**config.mk**
```make
export PLATFORM = sky130hd
export DESIGN_NAME = stride_addr_gen
export DESIGN_NICKNAME = d
export VERILOG_FILES = /design/src/rtl/sag_pkg.sv /design/src/rtl/sag_seq_ctrl.sv /design/src/rtl/sag_row_cnt.sv /design/src/rtl/sag_addr_acc.sv /design/src/rtl/stride_addr_gen.sv
export SDC_FILE = /design/constraint.sdc
export NUM_CORES = 1
export LEC_CHECK = 0
export ABC_CLOCK_PERIOD_IN_PS = 2800
export BUFFER_PORTS_ARGS = -buffer_cell sky130_fd_sc_hd__buf_2
export CORE_MARGIN = 1.5
export CORE_UTILIZATION = 45
export DETAILED_ROUTE_END_ITERATION = 16
export PLACE_DENSITY_LB_ADDON = 0.3
export SETUP_SLACK_MARGIN = 0.1
export SLEW_MARGIN = 0
export SYNTH_ARGS = -nofsm -noshare
export SYNTH_HDL_FRONTEND = slang
export SYNTH_SLANG_ARGS = --single-unit
export TNS_END_PERCENT = 20
```
**constraint.sdc**
```tcl
create_clock -name clk_i -period 2.8 [get_ports clk_i]
set_input_delay 0.14 -clock clk_i [delete_from_list [all_inputs] [get_ports clk_i]]
set_output_delay 0.14 -clock clk_i [all_outputs]
set_load 0.03 [all_outputs]
```
**src/rtl/sag_pkg.sv**
```systemverilog
package sag_pkg;
  typedef enum logic {
    ST_IDLE = 1'b0,
    ST_RUN  = 1'b1
  } sag_state_e;
endpackage

```
**src/rtl/sag_seq_ctrl.sv**
```systemverilog
module sag_seq_ctrl
  import sag_pkg::*;
(
  input  logic clk_i,
  input  logic rst_ni,
  input  logic cmd_valid_i,
  input  logic req_ready_i,
  input  logic last_row_i,
  output logic cmd_ready_o,
  output logic req_valid_o,
  output logic cmd_fire_o,
  output logic step_o,
  output logic done_o
);
  sag_state_e state_q, state_d;
  logic       done_q;
  logic       req_fire, fin;

  assign cmd_ready_o = (state_q == ST_IDLE);
  assign req_valid_o = (state_q == ST_RUN);
  assign cmd_fire_o  = cmd_valid_i & cmd_ready_o;
  assign req_fire    = req_valid_o & req_ready_i;
  assign step_o      = req_fire & ~last_row_i;
  assign fin         = req_fire & last_row_i;
  assign done_o      = done_q;

  always_comb begin
    state_d = state_q;
    unique case (state_q)
      ST_IDLE: if (cmd_fire_o) state_d = ST_RUN;
      ST_RUN:  if (fin)        state_d = ST_IDLE;
      default:                 state_d = ST_IDLE;
    endcase
  end

  always_ff @(posedge clk_i or negedge rst_ni) begin
    if (!rst_ni) begin
      state_q <= ST_IDLE;
      done_q  <= 1'b0;
    end else begin
      state_q <= state_d;
      done_q  <= fin;
    end
  end

  assert_busy_blocks_cmd_R2: assert property (@(posedge clk_i) disable iff (!rst_ni)
    req_valid_o |-> !cmd_ready_o);
  assert_done_one_cycle_R8: assert property (@(posedge clk_i) disable iff (!rst_ni)
    done_o |=> !done_o);
  assert_done_follows_last_R8: assert property (@(posedge clk_i) disable iff (!rst_ni)
    req_valid_o && req_ready_i && last_row_i |=> done_o && !req_valid_o);
  assert_ready_with_done_R9: assert property (@(posedge clk_i) disable iff (!rst_ni)
    done_o |-> cmd_ready_o);
  assert_run_after_accept_R10: assert property (@(posedge clk_i) disable iff (!rst_ni)
    $rose(req_valid_o) |-> $past(cmd_fire_o));
endmodule

```
**src/rtl/sag_row_cnt.sv**
```systemverilog
module sag_row_cnt #(
  parameter int unsigned ROW_W = 32
) (
  input  logic             clk_i,
  input  logic             rst_ni,
  input  logic             load_i,
  input  logic [ROW_W-1:0] load_val_i,
  input  logic             dec_i,
  output logic             last_o
);
  logic [ROW_W-1:0] left_q;

  always_ff @(posedge clk_i or negedge rst_ni) begin
    if (!rst_ni)     left_q <= '0;
    else if (load_i) left_q <= load_val_i;
    else if (dec_i)  left_q <= left_q - ROW_W'(1);
  end

  assign last_o = (left_q == '0);

  assert_no_underflow_R5: assert property (@(posedge clk_i) disable iff (!rst_ni)
    dec_i |-> left_q != '0);
  assert_load_value_R5: assert property (@(posedge clk_i) disable iff (!rst_ni)
    load_i |=> last_o == ($past(load_val_i) == '0));
endmodule

```
**src/rtl/sag_addr_acc.sv**
```systemverilog
module sag_addr_acc #(
  parameter int unsigned ADDR_W   = 32,
  parameter int unsigned STRIDE_W = 32
) (
  input  logic                clk_i,
  input  logic                rst_ni,
  input  logic                load_i,
  input  logic [ADDR_W-1:0]   start_i,
  input  logic                step_i,
  input  logic [STRIDE_W-1:0] stride_i,
  output logic [ADDR_W-1:0]   addr_o
);
  logic [ADDR_W-1:0] stride_ext;
  logic [ADDR_W-1:0] addr_q;

  // stride is fitted to the address width; the sum wraps modulo 2^ADDR_W
  generate
    if (STRIDE_W >= ADDR_W) begin : g_trunc
      assign stride_ext = stride_i[ADDR_W-1:0];
    end else begin : g_zext
      assign stride_ext = {{(ADDR_W-STRIDE_W){1'b0}}, stride_i};
    end
  endgenerate

  always_ff @(posedge clk_i or negedge rst_ni) begin
    if (!rst_ni)     addr_q <= '0;
    else if (load_i) addr_q <= start_i;
    else if (step_i) addr_q <= addr_q + stride_ext;
  end

  assign addr_o = addr_q;

  assert_load_start_R4: assert property (@(posedge clk_i) disable iff (!rst_ni)
    load_i |=> addr_o == $past(start_i));
  assert_idle_hold_R7: assert property (@(posedge clk_i) disable iff (!rst_ni)
    !load_i && !step_i |=> $stable(addr_o));
endmodule

```
**src/rtl/stride_addr_gen.sv**
```systemverilog
module stride_addr_gen #(
  parameter int unsigned ADDR_W   = 32,
  parameter int unsigned LEN_W    = 24,
  parameter int unsigned ROW_W    = 32,
  parameter int unsigned STRIDE_W = 32
) (
  input  logic                clk_i,
  input  logic                rst_ni,
  input  logic                cmd_valid_i,
  output logic                cmd_ready_o,
  input  logic [ADDR_W-1:0]   cmd_addr_i,
  input  logic [LEN_W-1:0]    cmd_xlen_i,
  input  logic [ROW_W-1:0]    cmd_ylen_i,
  input  logic [STRIDE_W-1:0] cmd_stride_i,
  output logic                req_valid_o,
  input  logic                req_ready_i,
  output logic [ADDR_W-1:0]   req_addr_o,
  output logic [LEN_W:0]      req_bytes_o,
  output logic                done_o
);
  localparam int unsigned CNT_W = LEN_W + 1;

  logic                cmd_fire, step, last_row;
  logic [LEN_W-1:0]    xlen_q;
  logic [STRIDE_W-1:0] stride_q;

  always_ff @(posedge clk_i or negedge rst_ni) begin
    if (!rst_ni) begin
      xlen_q   <= '0;
      stride_q <= '0;
    end else if (cmd_fire) begin
      xlen_q   <= cmd_xlen_i;
      stride_q <= cmd_stride_i;
    end
  end

  // count-minus-one field widened by one bit so the all-ones value fits
  assign req_bytes_o = CNT_W'(xlen_q) + CNT_W'(1);

  sag_seq_ctrl u_ctrl (
    .clk_i       (clk_i),
    .rst_ni      (rst_ni),
    .cmd_valid_i (cmd_valid_i),
    .req_ready_i (req_ready_i),
    .last_row_i  (last_row),
    .cmd_ready_o (cmd_ready_o),
    .req_valid_o (req_valid_o),
    .cmd_fire_o  (cmd_fire),
    .step_o      (step),
    .done_o      (done_o)
  );

  sag_row_cnt #(.ROW_W(ROW_W)) u_rows (
    .clk_i      (clk_i),
    .rst_ni     (rst_ni),
    .load_i     (cmd_fire),
    .load_val_i (cmd_ylen_i),
    .dec_i      (step),
    .last_o     (last_row)
  );

  sag_addr_acc #(.ADDR_W(ADDR_W), .STRIDE_W(STRIDE_W)) u_addr (
    .clk_i    (clk_i),
    .rst_ni   (rst_ni),
    .load_i   (cmd_fire),
    .start_i  (cmd_addr_i),
    .step_i   (step),
    .stride_i (stride_q),
    .addr_o   (req_addr_o)
  );

  assert_req_hold_R7: assert property (@(posedge clk_i) disable iff (!rst_ni)
    req_valid_o && !req_ready_i |=> req_valid_o && $stable(req_addr_o) && $stable(req_bytes_o));
  assert_first_row_R10: assert property (@(posedge clk_i) disable iff (!rst_ni)
    cmd_valid_i && cmd_ready_o |=> req_valid_o && req_addr_o == $past(cmd_addr_i)
      && req_bytes_o == CNT_W'($past(cmd_xlen_i)) + CNT_W'(1));
  assert_row_step_R4: assert property (@(posedge clk_i) disable iff (!rst_ni)
    req_valid_o && req_ready_i && !done_o |=> !req_valid_o || done_o
      || req_addr_o == $past(req_addr_o) + ADDR_W'($past(stride_q)));
  assert_single_row_R6: assert property (@(posedge clk_i) disable iff (!rst_ni)
    cmd_valid_i && cmd_ready_o && cmd_ylen_i == '0 |=> req_valid_o && last_row);
  assert_bytes_stable_busy_R2: assert property (@(posedge clk_i) disable iff (!rst_ni)
    req_valid_o && $past(req_valid_o) |-> $stable(req_bytes_o));
endmodule

```
==> key figures <==
GRT
  • Largest net degree at the start of global routing: between 50 and 60
  • Global route overflow: 0
  • Initial antenna violation count: 0
  • Vias in the first global route: 7384
  • Global-route wire length before repair: between 30000 and 40000 um
  • GRT Util Overall: 0.260

Drt
  • DRT antenna net count: 0
  • Routed vias/inst: about 5.2
  • DRC Markers: 0
  • DR WL/cell: between 15 and 20 um
  • Routed wire length: between 20000 and 25000 um
  • Vias: 7567
  • Iter 0 DRT Violations: 433
  • Pre-antenna DRT Iters: 5

Critical path
  • Critical Path AT: between 3 and 4 ns
  • Startpoint types: flip-flop
  • WP data required: around 3.1 ns
  • Critical path type: reg -> reg
  • CP Max Fanout: 2
  • Critical path endpoint category: flip-flop

Synthesis
  • Synth unique cells: 57
  • Synth top cells by count: nand2_1 (252), dfrtp_1 (122), a21oi_1 (61)
  • Mapped Avg Cell Area: 8.30 um2
  • Most frequent cell after synthesis: nand2_1
  • Synth async-reset ratio: 1.00
  • Register bit total from synthesis: 122
  • Post-Syn Instances: between 800 and 900
  • Dominant cells by area after synthesis: dfrtp_1 (41%), nand2_1 (13%), xnor2_1 (6.2%)
  • Netlist Area Pre-Place: roughly 7400 um2
  • Seq/Total Area, Yosys: 0.414
  • Synth Flop Type: dfrtp_1
  • Synth area leader: dfrtp_1
  • Yosys top cell area share: 0.414
  • Post-synth EDFFs: 0
  • Ys Warns: 0
  • Syn Nets: approximately 1000

Placed design
  • Input/output buffers: ~180
  • GP Congestion: 0.878
  • DP HPWL: approximately 14000 um
  • Cell Area, Placed: 8750 um2

STA
  • Final worst-path cycle share: 0.992
  • Tmin final: 2.78 ns
  • Max-Slew Margin vs Limit: 0.548
  • Min Hold Slack: about 0.028 ns
  • Fmax: between 0.3 and 0.4 GHz
  • Setup violators final: 0
  • Final hold vios: 0
  • Final Max Tran Viols: 0
  • Tightest Pin Transition: roughly 0.68 ns
  • Clock Skews: 0.00683 ns
  • RSZ-0062 raised after global routing: yes

Floorplan
  • Core box area: around 16000 um2
  • Initial core utilization: 0.462
  • Die ar.: approximately 17000 um2
  • Die X-Extent: 131 um
  • I/O Pins: about 180
  • Die Y: about 130 um
  • Rows: 46

Final layout
  • Fillers: 1318
  • Syn-to-layout area delta: 45.0%
  • Final Cell Area: between 10000 and 15000 um2
  • Inserted Diodes: 0
  • Final #Nets: 1374
  • Layout cells sized above 1: 0.240

CTS
  • Clock sink count: 122
  • CTS Buffer Depth: 2
  • Clock transition at path regs: about 0.050 ns
  • Worst-Skew Late Latency: 0.42 ns
  • CTS tree: yes
  • CTS root buffer: clkbuf_16
  • CTS HTree Levels: 4
  • CTS Buf Count: 17

Status
  • Outcome: finished, final reports clean

Worst hold path
  • Hold WC Path Type: in -> reg

Run
  • Max-Cap Viols: 0

Pwr
  • Peak supply drop: 0.000555 V
  • Pwr per Cell Area: roughly 850 nW/um2
  • Leakage power: ~5.2 nW
through the flow:
stage	utilization	setup slack [ns]	total power, mW	setup TNS (ns)	std cells
final	0.670	0.0217	9.11	0	1444
after detailed placement	0.549	-0.0741	6.57	-0.222	1286
after floorplan	-	0.0313	5.38	0	888
after global routing	0.670	-0.0950	9.73	-0.568	1444
after CTS	0.662	0.00384	9.00	0	1438
after global placement	0.549	-0.00774	6.51	-0.0145	1286
layout by cell type, fill, tap and decap left out, types with 14 or more instances in the layout:
| master | count |
|---|---|
| nand2_1 | 250 |
| buf_2 | 181 |
| dfrtp_1 | 121 |
| dlygate4sd3_1 | 117 |
| a21oi_1 | 55 |
| o21ai_0 | 54 |
| xnor2_1 | 52 |
| nor2_1 | 51 |
| buf_4 | 45 |
| ha_1 | 31 |
| xor2_1 | 23 |
| nand3_1 | 22 |
| clkbuf_16 | 17 |
| nor3_1 | 16 |
| a21o_1 | 14 |
| and3_1 | 14 |
flip-flops by register name, summed over array words and instances (netlist names):
| name | flops |
|---|---|
| stride_q | 32 |
| u_ctrl.done_o | 1 |
| xlen_q | 24 |
| u_rows.left_q | 32 |
| u_ctrl.req_valid_o | 1 |
| u_addr.addr_o | 32 |
routing by layer:
metal | wire length [um] | GRT usage | vias to the layer above
met4 | 339 | 0.0892 | 0
met5 | 0 | 0 | -
met1 | 9520 | 0.321 | 3599
met2 | 10900 | 0.438 | 231
li1 | - | - | 3707
met3 | 1260 | 0.0721 | 30
where the power goes:
part	total, mW	switching, mW	leakage (nW)	internal (mW)
clock network	2.21	0.786	0.287	1.43
logic	4.23	2.40	3.36	1.83
registers	2.67	0.433	1.51	2.24
total	9.11	3.62	5.16	5.49
critical path: stages, from the launching register on:
cell	delay [ns]
dfrtp_2	0.42
ha_4	0.17
fa_2	0.33
a21o_1	0.20
a221o_1	0.33
a31oi_2	0.18
buf_4	0.14
buf_4	0.09
buf_4	0.09
nand2b_1	0.07
a41o_1	0.21
a21oi_2	0.15
xnor2_1	0.13
nand2_1	0.08
a21oi_2	0.11
area by class of cell:
class,count,area (um2),area share
clock inverter,6,85.1,0.00797
timing repair buffer,347,2480,0.232
multi-input combinational,715,4230,0.396
inverter,12,45.0,0.00422
tap,216,270,0.0253
sequential,122,3050,0.286
clock buffer,26,509,0.0477
worst paths after layout:
check,start,slack [ns],depth (start not counted),to
worst min-delay path,cmd_addr_i[19],0.03,3,u_addr.addr_o[19]
min in group asynchronous,rst_ni,0.29,2,u_rows.left_q[25]
worst max-delay path,u_addr.addr_o[0],0.02,14,u_addr.addr_o[18]
worst min register to register,stride_q[11],0.48,2,stride_q[11]
max in group asynchronous,rst_ni,1.59,4,u_addr.addr_o[23]
worst max register to register,u_addr.addr_o[0],0.02,14,u_addr.addr_o[18]
timing repair:
action / 4_1_cts / 5_1_grt
buffers inserted: 3 / 6
setup endpoints to repair: 12 / 36
pin swaps: 16 / 13
resized for setup: 7 / 22
gates cloned: 0 / 0
hold endpoints to repair: 165 / 0
hold buffers: 117 / 0
cells by family (layout without fill, tap and decap cells):
kind of cell	Yosys count	after routing	share of synthesized area
fa+ha+maj	35	35	0.0605
simple gates	415	415	0.253
mux	2	2	0.00272
xor+xnor	75	75	0.0892
buf+inv	51	391	0.0279
compound gates	188	188	0.153
flops	122	122	0.414
No activity file was read; power rests on OpenSTA's default activity.
